<file path="config.mk">
export PLATFORM = sky130hd
export DESIGN_NAME = sar_serial_port
export DESIGN_NICKNAME = d
export VERILOG_FILES = /design/src/rtl/sar_serial_port.sv
export SDC_FILE = /design/constraint.sdc
export NUM_CORES = 1
export LEC_CHECK = 0
export BUFFER_PORTS_ARGS = -buffer_cell sky130_fd_sc_hd__buf_4
export CORE_UTILIZATION = 50
export DETAILED_ROUTE_END_ITERATION = 8
export GPL_ROUTABILITY_DRIVEN = 0
export GPL_TIMING_DRIVEN = 0
export PLACE_DENSITY = 0.78
export SYNTH_ARGS = -nofsm -noshare
export SYNTH_HDL_FRONTEND = slang
export SYNTH_SLANG_ARGS = --single-unit
export TNS_END_PERCENT = 20
</file>
<file path="constraint.sdc">
create_clock -name clk -period 4.03 [get_ports clk]
set_input_delay 0 -clock clk [delete_from_list [all_inputs] [get_ports clk]]
set_output_delay 0 -clock clk [all_outputs]
set_load 0.02 [all_outputs]
</file>
<file path="src/rtl/sar_serial_port.sv">
module sar_serial_port #(
  parameter int DATA_W      = 16,
  parameter int CONV_CYCLES = 40,
  parameter int SYNC_STAGES = 2
) (
  input  logic              clk,
  input  logic              rst_n,
  input  logic              cnv_i,
  input  logic              sdi_i,
  input  logic              sck_i,
  input  logic [DATA_W-1:0] result_i,
  output logic              sdo_o,
  output logic              sdo_oe_o,
  output logic              sdo_hiz_o
);
  localparam int CNT_W = $clog2(CONV_CYCLES + 1);
  localparam int BIT_W = $clog2(DATA_W + 1);

  logic [SYNC_STAGES-1:0] cnv_sync, sdi_sync, sck_sync;
  logic cnv_q, sck_q;
  logic chain_mode, busy, valid;
  logic [CNT_W-1:0]  conv_cnt;
  logic [BIT_W-1:0]  bit_cnt;
  logic [DATA_W-1:0] shreg;

  wire cnv_s    = cnv_sync[SYNC_STAGES-1];
  wire sdi_s    = sdi_sync[SYNC_STAGES-1];
  wire sck_s    = sck_sync[SYNC_STAGES-1];
  wire cnv_rise = cnv_s & ~cnv_q;
  wire sck_fall = sck_q & ~sck_s;
  wire cs_en    = ~cnv_s | ~sdi_s;
  wire cs_done  = (bit_cnt == BIT_W'(DATA_W));

  always_ff @(posedge clk or negedge rst_n) begin
    if (!rst_n) begin
      cnv_sync <= '0;
      sdi_sync <= '0;
      sck_sync <= '0;
      cnv_q    <= 1'b0;
      sck_q    <= 1'b0;
    end else begin
      cnv_sync <= {cnv_sync[SYNC_STAGES-2:0], cnv_i};
      sdi_sync <= {sdi_sync[SYNC_STAGES-2:0], sdi_i};
      sck_sync <= {sck_sync[SYNC_STAGES-2:0], sck_i};
      cnv_q    <= cnv_s;
      sck_q    <= sck_s;
    end
  end

  always_ff @(posedge clk or negedge rst_n) begin
    if (!rst_n) begin
      chain_mode <= 1'b0;
      busy       <= 1'b0;
      valid      <= 1'b0;
      conv_cnt   <= '0;
      bit_cnt    <= '0;
      shreg      <= '0;
    end else if (cnv_rise) begin
      chain_mode <= ~sdi_s;
      busy       <= 1'b1;
      valid      <= 1'b0;
      conv_cnt   <= CNT_W'(CONV_CYCLES - 1);
      bit_cnt    <= '0;
    end else if (busy) begin
      if (conv_cnt == '0) begin
        busy  <= 1'b0;
        valid <= 1'b1;
        shreg <= result_i;
      end else begin
        conv_cnt <= conv_cnt - 1'b1;
      end
    end else if (sck_fall && valid) begin
      if (chain_mode) begin
        shreg <= {shreg[DATA_W-2:0], sdi_s};
      end else if (cs_en && !cs_done) begin
        shreg   <= {shreg[DATA_W-2:0], 1'b0};
        bit_cnt <= bit_cnt + 1'b1;
      end
    end
  end

  assign sdo_oe_o  = chain_mode | (valid & ~busy & cs_en & ~cs_done);
  assign sdo_hiz_o = ~sdo_oe_o;
  assign sdo_o     = !sdo_oe_o ? 1'b0 :
                     (chain_mode && (busy || (!cnv_s && !sdi_s))) ? 1'b0 :
                     shreg[DATA_W-1];

  a_r2_mode_latch: assert property (@(posedge clk) disable iff (!rst_n)
    cnv_rise |=> (chain_mode == !$past(sdi_s)));

  a_r3_release_on_start: assert property (@(posedge clk) disable iff (!rst_n)
    (cnv_rise && sdi_s) |=> !sdo_oe_o);

  a_r6_release_after_last: assert property (@(posedge clk) disable iff (!rst_n)
    (!chain_mode && cs_done) |-> !sdo_oe_o);

  a_r9_chain_shift_in: assert property (@(posedge clk) disable iff (!rst_n)
    (!cnv_rise && !busy && valid && chain_mode && sck_fall) |=> (shreg[0] == $past(sdi_s)));

  a_r11_sck_ignored_busy: assert property (@(posedge clk) disable iff (!rst_n)
    (busy && conv_cnt != '0 && sck_fall) |=> $stable(shreg));
endmodule

</file>
==> summary.txt, run 1 <==
Final ANT Viol Nets = 0
Crit path largest cell delay = 0.43 ns
drt first pass iters = 6
Via Count = 1237
H-tree depth = 2
Rel. slew slack = 63.3%
Clock Sinks = 38
IO Port Bufs = 23
Cell Area, Synth = 1840 um^2
post-cts resize count = 0
Setup WS pre-CTS = 1.99 ns
TritonCTS buffer count = 5
Async S/R FF share, synth = 100%
Post-Syn Instances = 149
total power = 1.16 mW
VDD IR max = 353 uV
vias in the first global route = 1354
crit-path leading delay family = compound AO/OA/AOI/OAI gates
critical path, cell by cell = inv_1 > ha_1 > nand4bb_1 > a211o_1 > o2111a_1 > buf_6 > buf_12 > mux2_4
crit share post-route = 51.3%
die area = 3940 um^2
n_diodes = 0
area leader, netlist = dfrtp_1
Sw Pwr = 0.316 mW
Max Buffers Root-to-Sink = 2
Post-synth EDFFs = 0
num rows = 21
# Max-Cap Violations = 0
Root Buffer = clkbuf_8
I/O Pins = 24
CTS tree = yes
critical path required time = 4.20 ns
Ys Warns = 0
Slowest-stage cell, CP = dfrtp_1
Clock Skews = 0.00632 ns
hpwl dp = 2330 um
GR Util All Layers = 19.9%
top-count cell post-synth = dfrtp_1
Die Y = 62.7 um
Remaining Overflow, GRT = 0
crit path kind = reg2reg
post-synthesis sequential area ratio = 51.6%
Crit Path Max Fanout = 10
share of cells above drive strength 1 = 37.5%
final hold viol count = 0
Clock Latency Late Sink = 0.29 ns
Buffers & Inverters on Critical Path = 3
TNS Setup = 0 ns
starting DRC count in detailed routing = 31
Synth top area share = 51.6%
first-pass GRT wire length = 6110 um
unrepaired setup endpoints after global routing = no
max-slew violation count = 0
vias per cell = 5.38
most frequent cells after synthesis = 38 x dfrtp_1, 21 x mux2_2, 12 x nand2_1, 10 x mux2_4
final core occ = 64.7%
Reg power frac = 47.7%
Yosys cell types = 35
largest cells by area after synthesis = dfrtp_1 52%, mux2_2 13%, mux2_4 8.1%, ha_1 2.7%, nand2_1 2.4%
Post-Layout Cell Count = 230
wire per inst = 14.4 um
Tightest Pin Transition = 0.550 ns
nets = 208
sw frac = 27.2%
Routed WL = 3320 um
Initial Util = 53.6%
largest net degree at the start of global routing = 39
Fill cells = 277
Final setup viols = 0
initial antenna violation count = 0
placed insts = 218
Clk network pwr share = 27.8%
Worst Hold Slack = 0.0547 ns
internal power = 0.846 mW
PwrDens = 521 nW/um^2
Critical Path Start Type = flip-flop
post-synthesis register bit count = 38
syn nets = 174
crit end category = flip-flop
syn_area_per_cell = 12.4 um^2
DRC = 0
Hold WC Path Type = in2reg
Finished Cell Area = 2230 um^2
status = complete, no violations
Final WS setup = 1.96 ns
leakage = 0.993 nW
fin crit period = 2.07 ns
area grow syn2layout = 20.8%
Logic pwr share = 24.5%
Reg clk slew, reported paths = 0.08 ns
Chip Width = 62.7 um
core area = 3440 um^2
Synth Flop Type = dfrtp_1
Max Fclk = 484 MHz
Post-DP Area = 2070 um^2
Crit path arrival time = 2.24 ns
final cells by class:
type / instances / area [um^2] / share of cell area, %
multi-input combinational: 97 / 815 / 36.6
sequential: 38 / 951 / 42.7
clock buffer: 5 / 68.8 / 3.09
inverter: 7 / 26.3 / 1.18
timing repair buffer: 27 / 213 / 9.55
buffer: 7 / 52.6 / 2.36
clock inverter: 3 / 45.0 / 2.02
tap: 46 / 57.6 / 2.58
state kept, by name, summed over array words and instances (netlist names):
name	cells
shreg	16
conv_cnt	6
bit_cnt	5
cnv_sync	2
sck_sync	2
sdi_sync	2
busy	1
chain_mode	1
cnv_q	1
sck_q	1
valid	1
worst paths after layout:
kind	from	end	slack, ns	cells after the start
hold reg to reg	sdi_sync[0]	sdi_sync[1]	0.35	0
min in group asynchronous	rst_n	bit_cnt[2]	0.21	2
setup reg to reg	bit_cnt[0]	shreg[13]	1.96	8
max in group asynchronous	rst_n	shreg[7]	3.50	2
setup / recovery	bit_cnt[0]	shreg[13]	1.96	8
hold / removal	result_i[0]	shreg[0]	0.05	4
routing by layer:
metal	part of all wire, %	global-route usage, %	wire length, um	vias up
met3	3.3	4.20	108	7
met5	0	0	0	-
li1	-	-	-	591
met1	42	24.0	1410	609
met4	1.8	9.88	60	0
met2	52	33.7	1740	30
timing repair:
| item | 4_1_cts | 5_1_grt |
|---|---|---|
| buffers inserted | 0 | 0 |
| endpoints found under the hold margin | 41 | 0 |
| hold buffers | 4 | 0 |
power groups by stage:
| stage | registers (mW) | logic, mW | clock network [mW] |
|---|---|---|---|
| after detailed placement | 0.560 | 0.283 | 0 |
| after floorplan | 0.539 | 0.224 | 0 |
| after global routing | 0.569 | 0.316 | 0.345 |
| final | 0.554 | 0.285 | 0.323 |
| after CTS | 0.556 | 0.288 | 0.330 |
| after global placement | 0.553 | 0.266 | 0 |
cell usage in the layout (no fill, tap or decap), types with 2 or more instances in the layout:
cell / n
nand3_1: 5
clkbuf_1: 3
buf_2: 2
mux2_4: 10
xor2_1: 2
o31ai_1: 2
mux2_2: 21
dlygate4sd3_1: 4
o211ai_1: 3
a21oi_1: 5
ha_1: 4
dfrtp_1: 38
clkinvlp_4: 2
inv_1: 7
nor2_1: 7
or4_1: 2
xnor2_1: 2
clkbuf_8: 5
o21ai_0: 5
nand2_1: 12
nand2b_1: 2
buf_4: 23
worst min-delay path: stages:
cell	delay (ns)
buf_4	0.08
nand2_1	0.04
o21ai_0	0.06
mux2_2	0.14
logic make-up after synthesis:
kind of cell               share of synthesized area (%)
AOI/OAI and AO/OA                                   7.60
xor gates and xnor gates                            1.90
adders and majority gates                           2.71
DFF                                                 51.6
and+or+nand+nor                                     11.0
muxes                                               21.0
buffers and inverters                               4.27
Power figures use the tool's default switching activity.
==> run 2: changes to the inputs <==
- ABC_AREA: not set -> 1
- PLACE_DENSITY: 0.78 -> 0.77
- clock period: 4.03 -> 2.1 ns (I/O delays scaled with it)
==> run 2 against run 1 <==
Via count grew 43%. Hold slack improved by 0.0025 ns. Synthesized area increased by 12%. Combinational power rose by 120%. Clock power grew 140%. Clock skew fell by 0.0021 ns. Global-route usage is 2.3 points higher. Register-to-register slack got worse by 1.5 ns. Critical endpoint is now sdo_o. Largest power group unchanged.
==> summary.txt, run 2 <==
Yosys cell types = 25
leakage = 1.28 nW
Synth top area share = 46.1%
top-count cell post-synth = nand2_1
Rel. slew slack = 68.1%
most frequent cells after synthesis = 86 x nand2_1, 38 x dfrtp_1, 24 x nand4_1, 21 x nand2_2, 16 x nor2_1
critical path required time = 2.10 ns
starting DRC count in detailed routing = 120
VDD IR max = 697 uV
Chip Width = 66.2 um
Crit path arrival time = 1.67 ns
hpwl dp = 2850 um
DRC = 0
Clock Skews = 0.00419 ns
Post-synth EDFFs = 0
crit end category = output port
biggest regs = shreg: 16 flops, conv_cnt: 6 flops, bit_cnt: 5 flops
final hold viol count = 0
wire per inst = 12.8 um
vias in the first global route = 1634
CTS tree = yes
IO Port Bufs = 23
I/O Pins = 24
commonest non-fill, non-tap cells in the layout = 86 x nand2_1, 38 x dfrtp_1, 24 x nand4_1, 23 x buf_4, 21 x nand2_2
first-pass GRT wire length = 7200 um
Final setup viols = 0
largest cells by area after synthesis = dfrtp_1 46%, nand2_1 16%, nand4_1 7.3%, nand2_2 6.4%, nor2_1 2.9%
Reg with most FFs = shreg
post-synthesis register bit count = 38
Cell Area, Synth = 2060 um^2
number of flip-flops in the largest register = 16
share of cells above drive strength 1 = 26.1%
commonest non-fill, non-tap cell in the layout = nand2_1
crit path kind = reg2out
Sw Pwr = 0.807 mW
TNS Setup = 0 ns
post-synthesis sequential area ratio = 46.1%
Worst R2R Start = conv_cnt[0]
Clk network pwr share = 31.1%
# Max-Cap Violations = 0
n_diodes = 0
core area = 3800 um^2
drt first pass iters = 4
Ys Warns = 0
syn nets = 277
Reg clk slew, reported paths = 0.07 ns
TritonCTS buffer count = 5
Final ANT Viol Nets = 0
RR Endpoint = shreg[9]
Root Buffer = clkbuf_8
area leader, netlist = dfrtp_1
largest net degree at the start of global routing = 39
die area = 4390 um^2
status = complete, no violations
R2R Setup Slk = 0.51 ns
GR Util All Layers = 22.3%
Initial Util = 54.3%
Via Count = 1774
unrepaired setup endpoints after global routing = no
crit share post-route = 79.7%
Async S/R FF share, synth = 100%
Finished Cell Area = 2480 um^2
Die Y = 66.2 um
Max Fclk = 598 MHz
area grow syn2layout = 20.1%
fin crit period = 1.67 ns
syn_area_per_cell = 8.19 um^2
Critical Path Start Type = flip-flop
initial antenna violation count = 0
Tightest Pin Transition = 0.473 ns
Post-DP Area = 2300 um^2
Register-to-Register Path Depth = 8
Post-Syn Instances = 252
Clock Sinks = 38
post-cts resize count = 0
PwrDens = 1020 nW/um^2
Logic pwr share = 25.1%
Critical Path End = sdo_o
Max Buffers Root-to-Sink = 2
Routed WL = 4290 um
num rows = 22
Hold WC Path Type = in2reg
Clock Latency Late Sink = 0.31 ns
Crit Path Max Fanout = 6
critical path launch point = bit_cnt[0]
Reg power frac = 43.9%
internal power = 1.72 mW
Remaining Overflow, GRT = 0
sw frac = 31.9%
vias per cell = 5.30
Synth Flop Type = dfrtp_1
nets = 311
max-slew violation count = 0
H-tree depth = 2
## run 2: how the worst min path moves through the flow
stage	startpoint	to	slack, ns	cells after the start
global placement	rst_n	conv_cnt[2]	-0.005	1
detailed placement	rst_n	conv_cnt[3]	-0.002	1
global route	result_i[14]	shreg[14]	0.08	5
finish	result_i[0]	shreg[0]	0.06	5
CTS	result_i[2]	shreg[2]	0.06	5
floorplan	rst_n	bit_cnt[0]	-0.30	0
## run 2: critical path, cell delays in order (launching register included)
cell and delay [ns]:
dfrtp_1 0.43, inv_1 0.07, ha_1 0.21, nand3_2 0.09, nand2_4 0.07, nor3_1 0.15, nor2_1 0.10, nor2_1 0.10
buf_4 0.15
## run 2: timing repair
action                    4_1_cts  5_1_grt
hold buffers                    4        0
hold endpoints to repair       41        0
setup buffers                   0        0
## run 2: logic make-up (layout without fill, tap and decap cells)
group                      after synthesis  after routing  synth area share (%)
and+or+nand+nor                        171            171                  41.3
AOI/OAI and AO/OA                       11             11                  2.91
xor gates and xnor gates                 1              1                 0.425
DFF                                     38             38                  46.1
buffers and inverters                   27             62                  6.85
adders and majority gates                4              4                  2.43
## run 2: per-layer routing
metal  global-route usage [%]  up-vias  share of wire [%]
met4                     11.2        0                1.7
li1                         -      884                  -
met1                     27.7      846                 47
met2                     36.7       37                 47
met5                        0        -                  0
met3                     4.14        7                4.2
## run 2: final cells by class
class                   instances  area, um^2
clock buffers                   6        82.6
inverters                      17        63.8
multi-input cells             187         971
fillers                       326        1320
flip-flops and latches         38         951
repair buffers                 27         213
clock inverters                 2        60.1
well taps                      48        60.1
plain buffers                  10        77.6
## run 2: metrics by stage
step / hold WS, ns / total power [mW] / util, % / setup slack (ns) / cells
floorplan: -0.296 / 1.57 / - / 0.706 / 252
CTS: 0.0588 / 2.54 / 65.3 / 0.426 / 335
finish: 0.0572 / 2.53 / 65.3 / 0.427 / 335
global placement: -0.00489 / 1.72 / 60.4 / 0.582 / 323
detailed placement: -0.00246 / 1.75 / 60.4 / 0.524 / 323
global route: 0.0766 / 2.68 / 65.3 / 0.265 / 335
## run 2: power groups by stage
stage	Clock (mW)	Combinational (mW)	Sequential, mW
after floorplan	0	0.480	1.09
after global placement	0	0.605	1.11
after detailed placement	0	0.630	1.12
after CTS	0.790	0.640	1.11
after global routing	0.816	0.725	1.14
final	0.785	0.634	1.11
==> run 3: changes to the inputs <==
- ABC_AREA: 1 -> 0
- PLACE_DENSITY: 0.77 -> 0.78
- clock period: 2.1 -> 1.75 ns (I/O delays scaled with it)
==> run 3 against run 2 <==
The flow now finishes with violations (setup timing). Non-clock buffer count rose by 7. Sequential power rose by 16%. Hold slack better by 0.0047 ns. Cell area down 4.6%. Cell count is 28% lower. Critical endpoint is now shreg[6].
==> summary.txt, run 3 (synthesis results as in run 1) <==
TritonCTS buffer count = 5
number of flip-flops in the largest register = 16
# Max-Cap Violations = 0
hpwl dp = 2250 um
wire per inst = 15.2 um
share of cells above drive strength 1 = 45.9%
Initial Util = 53.6%
placed insts = 218
Reg with most FFs = shreg
Via Count = 1271
Root Buffer = clkbuf_8
VDD IR max = 697 uV
n_diodes = 0
crit share post-route = 108%
core area = 3440 um^2
Max Fclk = 529 MHz
Chip Width = 62.7 um
final hold viol count = 0
vias in the first global route = 1406
first-pass GRT wire length = 6110 um
Final ANT Viol Nets = 0
Final WS setup = -0.139 ns
max-slew violation count = 0
Remaining Overflow, GRT = 0
commonest non-fill, non-tap cell in the layout = dfrtp_1
Hold Crit Depth = 3
Clock Latency Late Sink = 0.30 ns
biggest regs = shreg: 16 flops, conv_cnt: 6 flops, bit_cnt: 5 flops
Hold Crit Start = result_i[11]
Fill cells = 248
die area = 3940 um^2
Clock Sinks = 38
PwrDens = 1180 nW/um^2
GR Util All Layers = 20.3%
RR Endpoint = shreg[6]
commonest non-fill, non-tap cells in the layout = 38 x dfrtp_1, 32 x buf_4, 21 x mux2_2, 12 x nand2_1, 10 x mux2_4
crit end category = flip-flop
Reg area = 951 um^2
critical path required time = 1.93 ns
crit path kind = reg2reg
Endpoint, Worst Hold = shreg[11]
multi-input logic area = 861 um^2
CTS tree = yes
status = finished with violations
starting DRC count in detailed routing = 62
Crit path arrival time = 2.07 ns
Routed WL = 3640 um
IO Port Bufs = 23
Register-to-Register Path Depth = 8
DRC = 0
critical path launch point = bit_cnt[0]
Rel. slew slack = 64.2%
Die Y = 62.7 um
Reg clk slew, reported paths = 0.08 ns
area grow syn2layout = 28.2%
unrepaired setup endpoints after global routing = yes
Max Buffers Root-to-Sink = 2
initial antenna violation count = 0
R2R Setup Slk = -0.14 ns
Critical Path Start Type = flip-flop
Final setup viols = 16
Hold WC Path Type = in2reg
leakage = 1.06 nW
Tightest Pin Transition = 0.537 ns
violated checks = setup timing
fin crit period = 1.89 ns
Crit Path Max Fanout = 10
largest net degree at the start of global routing = 39
drt first pass iters = 4
num rows = 21
Clock Skews = 0.00387 ns
I/O Pins = 24
H-tree depth = 2
nets = 218
Worst Hold Slack = 0.0619 ns
Post-Layout Cell Count = 240
vias per cell = 5.30
Worst R2R Start = bit_cnt[0]
-- run 3: cell types whose count changed in the layout (fill, tap and decap cells not counted), moves of 4 or more --
cell and delta:
nand2_1 -74, nand4_1 -23, mux2_2 +21, nand2_2 -21, inv_1 -12, mux2_4 +10
buf_4 +9, nor2_1 -9, buf_2 -5, nand2_4 -5, a21oi_1 +4, nand3_1 -4
-- run 3: stage by stage --
stage          total power, mW  TNS [ns]  area [um^2]  worst slack [ns]  utilization (%)
2_1_floorplan             1.76     -1.09         1840            -0.105                -
3_3_place_gp              1.89     -2.41         2070            -0.198             60.3
3_5_place_dp              1.95     -3.36         2070            -0.257             60.3
4_1_cts                   2.78     -2.25         2320            -0.160             67.3
5_1_grt                   2.91     -3.24         2360            -0.217             68.7
6_report                  2.78     -1.87         2360            -0.139             68.7
-- run 3: how the worst max path moves through the flow --
stage,end,depth (start not counted)
after global placement,shreg[14],6
after CTS,shreg[6],8
final,shreg[6],8
after floorplan,shreg[10],6
after detailed placement,shreg[6],8
after global routing,shreg[7],8
-- run 3: timing repair --
| item | CTS | global route |
|---|---|---|
| hold buffers | 4 | 0 |
| hold endpoints to repair | 41 | 0 |
| pin swaps | 6 | 4 |
| gates resized for setup | 3 | 9 |
| setup buffers | 8 | 2 |
| endpoints found under the setup margin | 19 | 22 |
-- run 3: area by class of cell --
| class | count | share of cell area, % |
|---|---|---|
| inverter | 7 | 1.11 |
| sequential | 38 | 40.2 |
| timing repair buffer | 37 | 12.7 |
| tap | 46 | 2.44 |
| buffer | 7 | 2.28 |
| multi-input combinational | 97 | 36.4 |
| clock buffer | 5 | 2.91 |
| clock inverter | 3 | 1.91 |
-- run 3: worst max-delay path, cell delays in order, from the launching register on --
cell and delay [ns]:
dfrtp_1 0.39, inv_2 0.07, ha_4 0.13, nand4bb_4 0.13, a211o_1 0.31, o2111a_1 0.16
buf_6 0.14, buf_12 0.14, mux2_4 0.30
-- run 3: where the power goes --
group          switching, mW  total (mW)  leakage (nW)  internal (mW)
Clock                  0.331       0.755        0.0504          0.424
Sequential             0.160        1.29         0.465           1.13
Combinational          0.289       0.737         0.540          0.448
-- run 3: layer usage --
metal  part of all wire, %  up-vias  track usage, %
li1                      -      609               -
met1                    44      633            23.1
met2                    52       25            34.2
met3                   3.5        4            6.57
met4                  0.99        0            10.2
met5                     0        -               0
